**src/rtl/refsel_pkg.sv**
```systemverilog
package refsel_pkg;

   typedef enum logic [1:0] {
      PM_AUTO   = 2'd0,
      PM_FORCED = 2'd1,
      PM_FAST   = 2'd2
   } pri_mode_e;

   typedef enum logic [1:0] {
      SM_AUTO      = 2'd0,
      SM_FORCED    = 2'd1,
      SM_FOLLOW_HI = 2'd2,
      SM_FOLLOW_LO = 2'd3
   } sec_mode_e;

endpackage

```
**src/rtl/refsel_arbiter.sv**
```systemverilog
module refsel_arbiter #(
   parameter int N_IN           = 8,
   parameter int PRIO_W         = 4,
   parameter int IDX_W          = 4,
   parameter bit LOW_INDEX_WINS = 1'b1
) (
   input  logic [N_IN*PRIO_W-1:0] prio_i,
   input  logic [N_IN-1:0]        qual_i,
   output logic                   found_o,
   output logic [IDX_W-1:0]       idx_o
);

   logic [PRIO_W-1:0] prio_a [N_IN];

   // unpack the flat priority bus, one field per input
   for (genvar g = 0; g < N_IN; g++) begin : g_unpack
      assign prio_a[g] = prio_i[g*PRIO_W +: PRIO_W];
   end

   logic [PRIO_W-1:0] best;

   always_comb begin
      found_o = 1'b0;
      best    = '1;
      idx_o   = '0;
      for (int i = 0; i < N_IN; i++) begin
         if (qual_i[i] && (prio_a[i] != '0)) begin
            if (!found_o ||
                (LOW_INDEX_WINS ? (prio_a[i] < best) : (prio_a[i] <= best))) begin
               found_o = 1'b1;
               best    = prio_a[i];
               idx_o   = IDX_W'(i + 1);
            end
         end
      end
   end

endmodule

```
**src/rtl/refsel_pri_path.sv**
```systemverilog
module refsel_pri_path
   import refsel_pkg::*;
#(
   parameter int N_IN   = 8,
   parameter int PRIO_W = 4,
   parameter int IDX_W  = 4
) (
   input  logic              clk,
   input  logic              rst_n,
   input  logic              fast_en_i,
   input  logic              pair1_i,
   input  logic [IDX_W-1:0]  sel_i,
   input  logic [PRIO_W-1:0] prio_se1_i,
   input  logic [PRIO_W-1:0] prio_se2_i,
   input  logic              arb_found_i,
   input  logic [IDX_W-1:0]  arb_idx_i,
   output logic [IDX_W-1:0]  idx_nxt_o,
   output logic [IDX_W-1:0]  idx_o,
   output pri_mode_e         mode_o,
   output logic              noref_o,
   output logic              err_o
);

   localparam logic [IDX_W-1:0] IDX_SE1 = IDX_W'(1);
   localparam logic [IDX_W-1:0] IDX_DF1 = IDX_W'(2);
   localparam logic [IDX_W-1:0] IDX_SE2 = IDX_W'(3);
   localparam logic [IDX_W-1:0] IDX_DF2 = IDX_W'(4);
   localparam logic [IDX_W-1:0] IDX_MAX = IDX_W'(N_IN);

   pri_mode_e mode_n;
   logic      noref_n;
   logic      err_n;
   logic      sel_ok;

   assign sel_ok = (sel_i != '0) && (sel_i <= IDX_MAX);

   always_comb begin
      mode_n    = PM_AUTO;
      noref_n   = 1'b0;
      err_n     = 1'b0;
      idx_nxt_o = idx_o;
      if (fast_en_i) begin
         mode_n = PM_FAST;
         if (pair1_i) idx_nxt_o = (prio_se1_i == '0) ? IDX_DF1 : IDX_SE1;
         else         idx_nxt_o = (prio_se2_i == '0) ? IDX_DF2 : IDX_SE2;
      end else if (sel_ok) begin
         mode_n    = PM_FORCED;
         idx_nxt_o = sel_i;
      end else begin
         err_n = (sel_i != '0);
         if (arb_found_i) idx_nxt_o = arb_idx_i;
         else             noref_n   = 1'b1;
      end
   end

   always_ff @(posedge clk) begin
      if (!rst_n) begin
         idx_o   <= '0;
         mode_o  <= PM_AUTO;
         noref_o <= 1'b0;
         err_o   <= 1'b0;
      end else begin
         idx_o   <= idx_nxt_o;
         mode_o  <= mode_n;
         noref_o <= noref_n;
         err_o   <= err_n;
      end
   end

   AST_PRI_FORCED_RANGE: assert property (@(posedge clk) disable iff (!rst_n)
      (mode_o == PM_FORCED) |-> (idx_o != '0 && idx_o <= IDX_MAX));
   AST_PRI_NOREF_HOLD: assert property (@(posedge clk) disable iff (!rst_n)
      noref_o |-> (idx_o == $past(idx_o)));
   AST_PRI_FAST_NOREF: assert property (@(posedge clk) disable iff (!rst_n)
      (mode_o == PM_FAST) |-> !noref_o);
   AST_PRI_ERR_AUTO: assert property (@(posedge clk) disable iff (!rst_n)
      err_o |-> (mode_o == PM_AUTO));

endmodule

```
**src/rtl/refsel_sec_path.sv**
```systemverilog
module refsel_sec_path
   import refsel_pkg::*;
#(
   parameter int N_IN  = 8,
   parameter int IDX_W = 4
) (
   input  logic             clk,
   input  logic             rst_n,
   input  logic             follow_i,
   input  logic             follow_8k_i,
   input  logic [IDX_W-1:0] sel_i,
   input  logic             arb_found_i,
   input  logic [IDX_W-1:0] arb_idx_i,
   output logic [IDX_W-1:0] idx_nxt_o,
   output logic [IDX_W-1:0] idx_o,
   output sec_mode_e        mode_o,
   output logic             noref_o,
   output logic             err_o
);

   localparam logic [IDX_W-1:0] IDX_MAX = IDX_W'(N_IN);

   sec_mode_e mode_n;
   logic      noref_n;
   logic      err_n;
   logic      sel_ok;

   assign sel_ok = (sel_i != '0) && (sel_i <= IDX_MAX);

   always_comb begin
      mode_n    = SM_AUTO;
      noref_n   = 1'b0;
      err_n     = 1'b0;
      idx_nxt_o = idx_o;
      if (follow_i) begin
         mode_n    = follow_8k_i ? SM_FOLLOW_LO : SM_FOLLOW_HI;
         idx_nxt_o = '0;
      end else if (sel_ok) begin
         mode_n    = SM_FORCED;
         idx_nxt_o = sel_i;
      end else begin
         err_n = (sel_i != '0);
         if (arb_found_i) idx_nxt_o = arb_idx_i;
         else             noref_n   = 1'b1;
      end
   end

   always_ff @(posedge clk) begin
      if (!rst_n) begin
         idx_o   <= '0;
         mode_o  <= SM_AUTO;
         noref_o <= 1'b0;
         err_o   <= 1'b0;
      end else begin
         idx_o   <= idx_nxt_o;
         mode_o  <= mode_n;
         noref_o <= noref_n;
         err_o   <= err_n;
      end
   end

   AST_SEC_FOLLOW_IDX: assert property (@(posedge clk) disable iff (!rst_n)
      (mode_o == SM_FOLLOW_HI || mode_o == SM_FOLLOW_LO) |-> (idx_o == '0));
   AST_SEC_NOREF_HOLD: assert property (@(posedge clk) disable iff (!rst_n)
      noref_o |-> (idx_o == $past(idx_o)));
   AST_SEC_FORCED_RANGE: assert property (@(posedge clk) disable iff (!rst_n)
      (mode_o == SM_FORCED) |-> (idx_o != '0 && idx_o <= IDX_MAX));
   AST_SEC_ERR_AUTO: assert property (@(posedge clk) disable iff (!rst_n)
      err_o |-> (mode_o == SM_AUTO));

endmodule

```
**src/rtl/refsel_top.sv**
```systemverilog
module refsel_top
   import refsel_pkg::*;
#(
   parameter int N_IN   = 8,
   parameter int PRIO_W = 4,
   parameter int IDX_W  = 4
) (
   input  logic                   clk,
   input  logic                   rst_n,
   input  logic                   strap_fast_i,
   input  logic                   fast_en_wr_i,
   input  logic                   fast_en_val_i,
   input  logic [IDX_W-1:0]       pri_sel_i,
   input  logic [IDX_W-1:0]       sec_sel_i,
   input  logic                   sec_follow_i,
   input  logic                   sec_follow_8k_i,
   input  logic [N_IN*PRIO_W-1:0] pri_prio_i,
   input  logic [N_IN*PRIO_W-1:0] sec_prio_i,
   input  logic [N_IN-1:0]        qual_i,
   output logic [IDX_W-1:0]       pri_idx_o,
   output logic [1:0]             pri_mode_o,
   output logic                   pri_noref_o,
   output logic                   pri_cfg_err_o,
   output logic [IDX_W-1:0]       sec_idx_o,
   output logic [1:0]             sec_mode_o,
   output logic                   sec_noref_o,
   output logic                   sec_cfg_err_o,
   output logic                   chg_o
);

   localparam int SE2_LSB = 2 * PRIO_W;

   // elaboration-time parameter checks
   if (N_IN < 4) begin : g_chk_pairs
      $error("refsel_top: N_IN must cover both fast-switch pairs");
   end
   if (N_IN > (2**IDX_W) - 1) begin : g_chk_idx
      $error("refsel_top: IDX_W too narrow for N_IN");
   end
   if (PRIO_W < 1) begin : g_chk_prio
      $error("refsel_top: PRIO_W must be positive");
   end

   logic strap_q;
   logic fast_en_q;
   logic chg_q;

   always_ff @(posedge clk) begin
      if (!rst_n) begin
         strap_q   <= strap_fast_i;
         fast_en_q <= strap_fast_i;
      end else if (fast_en_wr_i) begin
         fast_en_q <= fast_en_val_i;
      end
   end

   logic             pa_found, sa_found;
   logic [IDX_W-1:0] pa_idx, sa_idx;

   refsel_arbiter #(.N_IN(N_IN), .PRIO_W(PRIO_W), .IDX_W(IDX_W)) u_pri_arb (
      .prio_i (pri_prio_i),
      .qual_i (qual_i),
      .found_o(pa_found),
      .idx_o  (pa_idx)
   );

   refsel_arbiter #(.N_IN(N_IN), .PRIO_W(PRIO_W), .IDX_W(IDX_W)) u_sec_arb (
      .prio_i (sec_prio_i),
      .qual_i (qual_i),
      .found_o(sa_found),
      .idx_o  (sa_idx)
   );

   logic [IDX_W-1:0] p_nxt, s_nxt;
   pri_mode_e        p_mode;
   sec_mode_e        s_mode;

   refsel_pri_path #(.N_IN(N_IN), .PRIO_W(PRIO_W), .IDX_W(IDX_W)) u_pri (
      .clk        (clk),
      .rst_n      (rst_n),
      .fast_en_i  (fast_en_q),
      .pair1_i    (strap_q),
      .sel_i      (pri_sel_i),
      .prio_se1_i (pri_prio_i[PRIO_W-1:0]),
      .prio_se2_i (pri_prio_i[SE2_LSB +: PRIO_W]),
      .arb_found_i(pa_found),
      .arb_idx_i  (pa_idx),
      .idx_nxt_o  (p_nxt),
      .idx_o      (pri_idx_o),
      .mode_o     (p_mode),
      .noref_o    (pri_noref_o),
      .err_o      (pri_cfg_err_o)
   );

   refsel_sec_path #(.N_IN(N_IN), .IDX_W(IDX_W)) u_sec (
      .clk        (clk),
      .rst_n      (rst_n),
      .follow_i   (sec_follow_i),
      .follow_8k_i(sec_follow_8k_i),
      .sel_i      (sec_sel_i),
      .arb_found_i(sa_found),
      .arb_idx_i  (sa_idx),
      .idx_nxt_o  (s_nxt),
      .idx_o      (sec_idx_o),
      .mode_o     (s_mode),
      .noref_o    (sec_noref_o),
      .err_o      (sec_cfg_err_o)
   );

   always_ff @(posedge clk) begin
      if (!rst_n) chg_q <= 1'b0;
      else        chg_q <= (p_nxt != pri_idx_o) || (s_nxt != sec_idx_o);
   end

   assign pri_mode_o = p_mode;
   assign sec_mode_o = s_mode;
   assign chg_o      = chg_q;

   AST_CHG_MATCH: assert property (@(posedge clk) disable iff (!rst_n)
      chg_o |-> ((pri_idx_o != $past(pri_idx_o)) || (sec_idx_o != $past(sec_idx_o))));
   AST_NO_SILENT_CHG: assert property (@(posedge clk) disable iff (!rst_n)
      !chg_o |-> ((pri_idx_o == $past(pri_idx_o)) && (sec_idx_o == $past(sec_idx_o))));
   AST_FAST_PAIR_SEL: assert property (@(posedge clk) disable iff (!rst_n)
      (p_mode == PM_FAST) |->
         (strap_q ? (pri_idx_o == IDX_W'(1) || pri_idx_o == IDX_W'(2))
                  : (pri_idx_o == IDX_W'(3) || pri_idx_o == IDX_W'(4))));

endmodule

```
**config.mk**
```make
export PLATFORM = sky130hd
export DESIGN_NAME = refsel_top
export DESIGN_NICKNAME = d
export VERILOG_FILES = /design/src/rtl/refsel_pkg.sv /design/src/rtl/refsel_arbiter.sv /design/src/rtl/refsel_pri_path.sv /design/src/rtl/refsel_sec_path.sv /design/src/rtl/refsel_top.sv
export SDC_FILE = /design/constraint.sdc
export NUM_CORES = 1
export LEC_CHECK = 0
export BUFFER_PORTS_ARGS = -buffer_cell sky130_fd_sc_hd__buf_2
export CAP_MARGIN = 20
export CORE_MARGIN = 3
export CORE_UTILIZATION = 35
export DETAILED_ROUTE_END_ITERATION = 6
export HOLD_SLACK_MARGIN = 0.15
export PLACE_DENSITY_LB_ADDON = 0.15
export SYNTH_ARGS = -nofsm -noshare
export SYNTH_HDL_FRONTEND = slang
export SYNTH_SLANG_ARGS = --single-unit
```
**constraint.sdc**
```tcl
create_clock -name clk -period 32.6 [get_ports clk]
set_clock_uncertainty 0.1 [all_clocks]
set_input_delay 6.52 -clock clk [delete_from_list [all_inputs] [get_ports clk]]
set_output_delay 6.52 -clock clk [all_outputs]
set_load 0.005 [all_outputs]
```
==> results.ini <==
[synthesis]
synthMuxAreaShare_pct = 6.74
yosys-top-cells-area = dfxtp_1 7.3%, ha_1 5.9%, nand2_1 5.7%
synth_top_area_share_pct = 7.28
synth_nets = 762
synth_compound_area_share_pct = 41.9
ys_async_sr_fraction_pct = 0
synth_area_per_cell_sq_um = 7.16
synthCells = 653
yosysWarnings = 0
ys_seq_area_share_pct = 8.56
synth.distinct_cells = 110
synth_xor_area_share_pct = 1.87
synth-adder-area-share_pct = 6.10
synth-edff-count = 2
yosysTopAreaCell = dfxtp_1
synth_seq_cells = 19
syn-cell-area_sq_um = 4680
synth_top_family_by_area = compound AO/OA/AOI/OAI gates
synth_simple_gate_area_share_pct = 29.1
ys.flop_type = dfxtp_1

[critical_path]
crit_path_start_kind = primary input
end_kind = flip-flop
cp.required_ns = 32.64
crit_top_cell = ha_1
worstPathArrival_ns = 19.00
worst_path_max_delay_cell = o41ai_1
critPathKind = in2reg
path_buf_inv = 5
slowest_delay_ns = 0.74
path_max_fanout = 16
cp_top_family = compound AO/OA/AOI/OAI gates

[global_routing]
grt_overflow = 0
antenna_found_initial = 2
grtUsageTotal_pct = 20.3
grt_max_degree = 17
grt_pass1_wl_mm = 25.3
grt_pass1_vias = 5228

[floorplan]
die_y_um = 122
initial_core_util_pct = 36.5
row_count = 41
die-area_sq_um = 14800
die_w_um = 122
io_pins = 104
core-area_sq_um = 12800

[run_status]
status = finished, final reports clean

[hold_path]
hold_path_class = reg2reg

[placement]
dp.cells = 911
placed_cell_area_sq_um = 5320
hpwlAfterDp_mm = 12.9
gp_congestion = 0.920
port_buffers = 103
dp_worst_setup_slack_ns = 12.83

[power_and_ir_drop]
power.leakage_uw = 0.00235
peakVddDrop_mv = 0.0168
powerDensity_nw_per_um2 = 36.5

[cts]
cts_root_buf = clkbuf_16
ctsResizeCount = 0
cts.path.max_buffers = 2
cts_tree = done
cts_hold_buf = 0
clkTransAtPathRegs_ns = 0.05
cts-buffers-inserted = 3
cts_setup_buffers = 0
clock-sinks = 19
cts-htree-levels = 1
clk_latency_ns = 0.25

[timing]
final-setup-viol-count = 0
worst_slew_margin_rel_pct = 44.7
rsz0062_at_grt = no
period_share_pct = 58.1
max_freq_mhz = 52.8
setup_ws_ns = 13.64
worst_pin_slew_ns = 0.819
drv_slew = 0
whs_ns = 0.523
hold_violations = 0
finalSetupTns_ns = 0
finalCriticalPeriod_ns = 18.96

[detailed_routing]
drt-initial-drc-count = 398
drt_pre_antenna_iters = 5
wl_mm = 15.5
wire_per_inst_um = 16.8
via_per_inst = 5.93
ant_nets = 0
drc_errors = 0
vias = 5442

[cells_and_area]
drive_above_1_share_pct = 22.3
final_cell_mix = 103 x buf_2, 71 x nand2_1, 61 x nor2_1
nNetsFinal = 855
final_cells = 918
final_common_cell = buf_2
syn2layout_area_growth_pct = 15.8
final_cell_area_sq_um = 5410

[job]
cap_violations = 0

cells in the mapped netlist, drive strengths merged, types with 4 or more instances:
library cell  count
a2111oi           5
a211o             8
a211oi           13
a21o             11
a21oi            54
a221oi            4
a31oi             9
and2             15
and3              7
buf               6
clkbuf           11
dfxtp            17
ha               22
inv              47
mux2             12
mux2i            16
nand2            72
nand2b           12
nand3            18
nand4             4
nor2             61
nor2b             8
nor3             22
nor3b             4
o211a             4
o211ai            9
o21a              8
o21ai            42
o22ai             5
o2bb2ai           4
o31a              5
o31ai             4
o41a              4
o41ai            13
or2               7
or3               8
or4               9
xnor2             8
state kept, by name (all words and copies together) (netlist names):
| signal | flops |
|---|---|
| u_pri.idx_o | 4 |
| u_sec.idx_o | 4 |
| u_pri.mode_o | 2 |
| u_sec.mode_o | 2 |
| chg_o | 1 |
| fast_en_q | 1 |
| strap_q | 1 |
| u_pri.err_o | 1 |
| u_pri.noref_o | 1 |
| u_sec.err_o | 1 |
| u_sec.noref_o | 1 |
logic make-up after synthesis:
group           Yosys count
xor+xnor                 10
flops                    19
compound gates          244
simple gates            265
buf+inv                  64
fa+ha+maj                23
mux                      28
power breakdown:
| group | total (uW) | internal (uW) | switching [uW] |
|---|---|---|---|
| combinational | 144 | 62.4 | 81.4 |
| sequential | 28.2 | 25.6 | 2.60 |
| clock | 25.5 | 16.6 | 8.87 |
through the flow:
stage,util (%),total power [uW]
2_1_floorplan,-,137
3_3_place_gp,41.4,168
3_5_place_dp,41.4,170
4_1_cts,42.1,197
5_1_grt,42.2,215
6_report,42.2,198
path summary, 6_finish.rpt:
check / slack, ns / depth (start not counted) / endpoint / startpoint
max: 13.64 / 57 / chg_o / sec_prio_i[0]
min: 0.52 / 2 / chg_o / u_pri.idx_o[0]
max reg2reg: 29.81 / 10 / chg_o / u_sec.idx_o[2]
min reg2reg: 0.52 / 2 / chg_o / u_pri.idx_o[0]
metal layers:
| metal | track usage [%] | routed length [um] | up-vias |
|---|---|---|---|
| met5 | 0 | 13 | - |
| met2 | 34.5 | 7410 | 156 |
| met4 | 4.83 | 274 | 2 |
| li1 | - | - | 2702 |
| met1 | 27.4 | 7010 | 2553 |
| met3 | 2.27 | 743 | 29 |
worst min-delay path: stages (launching register included):
cell     delay (ns)
dfxtp_1        0.33
xnor2_1        0.16
o31a_1         0.10
cell type report:
| cell class | instances | area (sq um) |
|---|---|---|
| Antenna cell | 1 | 2.50 |
| Clock buffer | 4 | 78.8 |
| Fill cell | 1379 | 7410 |
| Inverter | 47 | 176 |
| Multi-Input combinational cell | 570 | 4010 |
| Sequential cell | 19 | 400 |
| Tap cell | 172 | 215 |
| Timing Repair Buffer | 105 | 533 |
No activity file was read; power rests on OpenSTA's default activity.
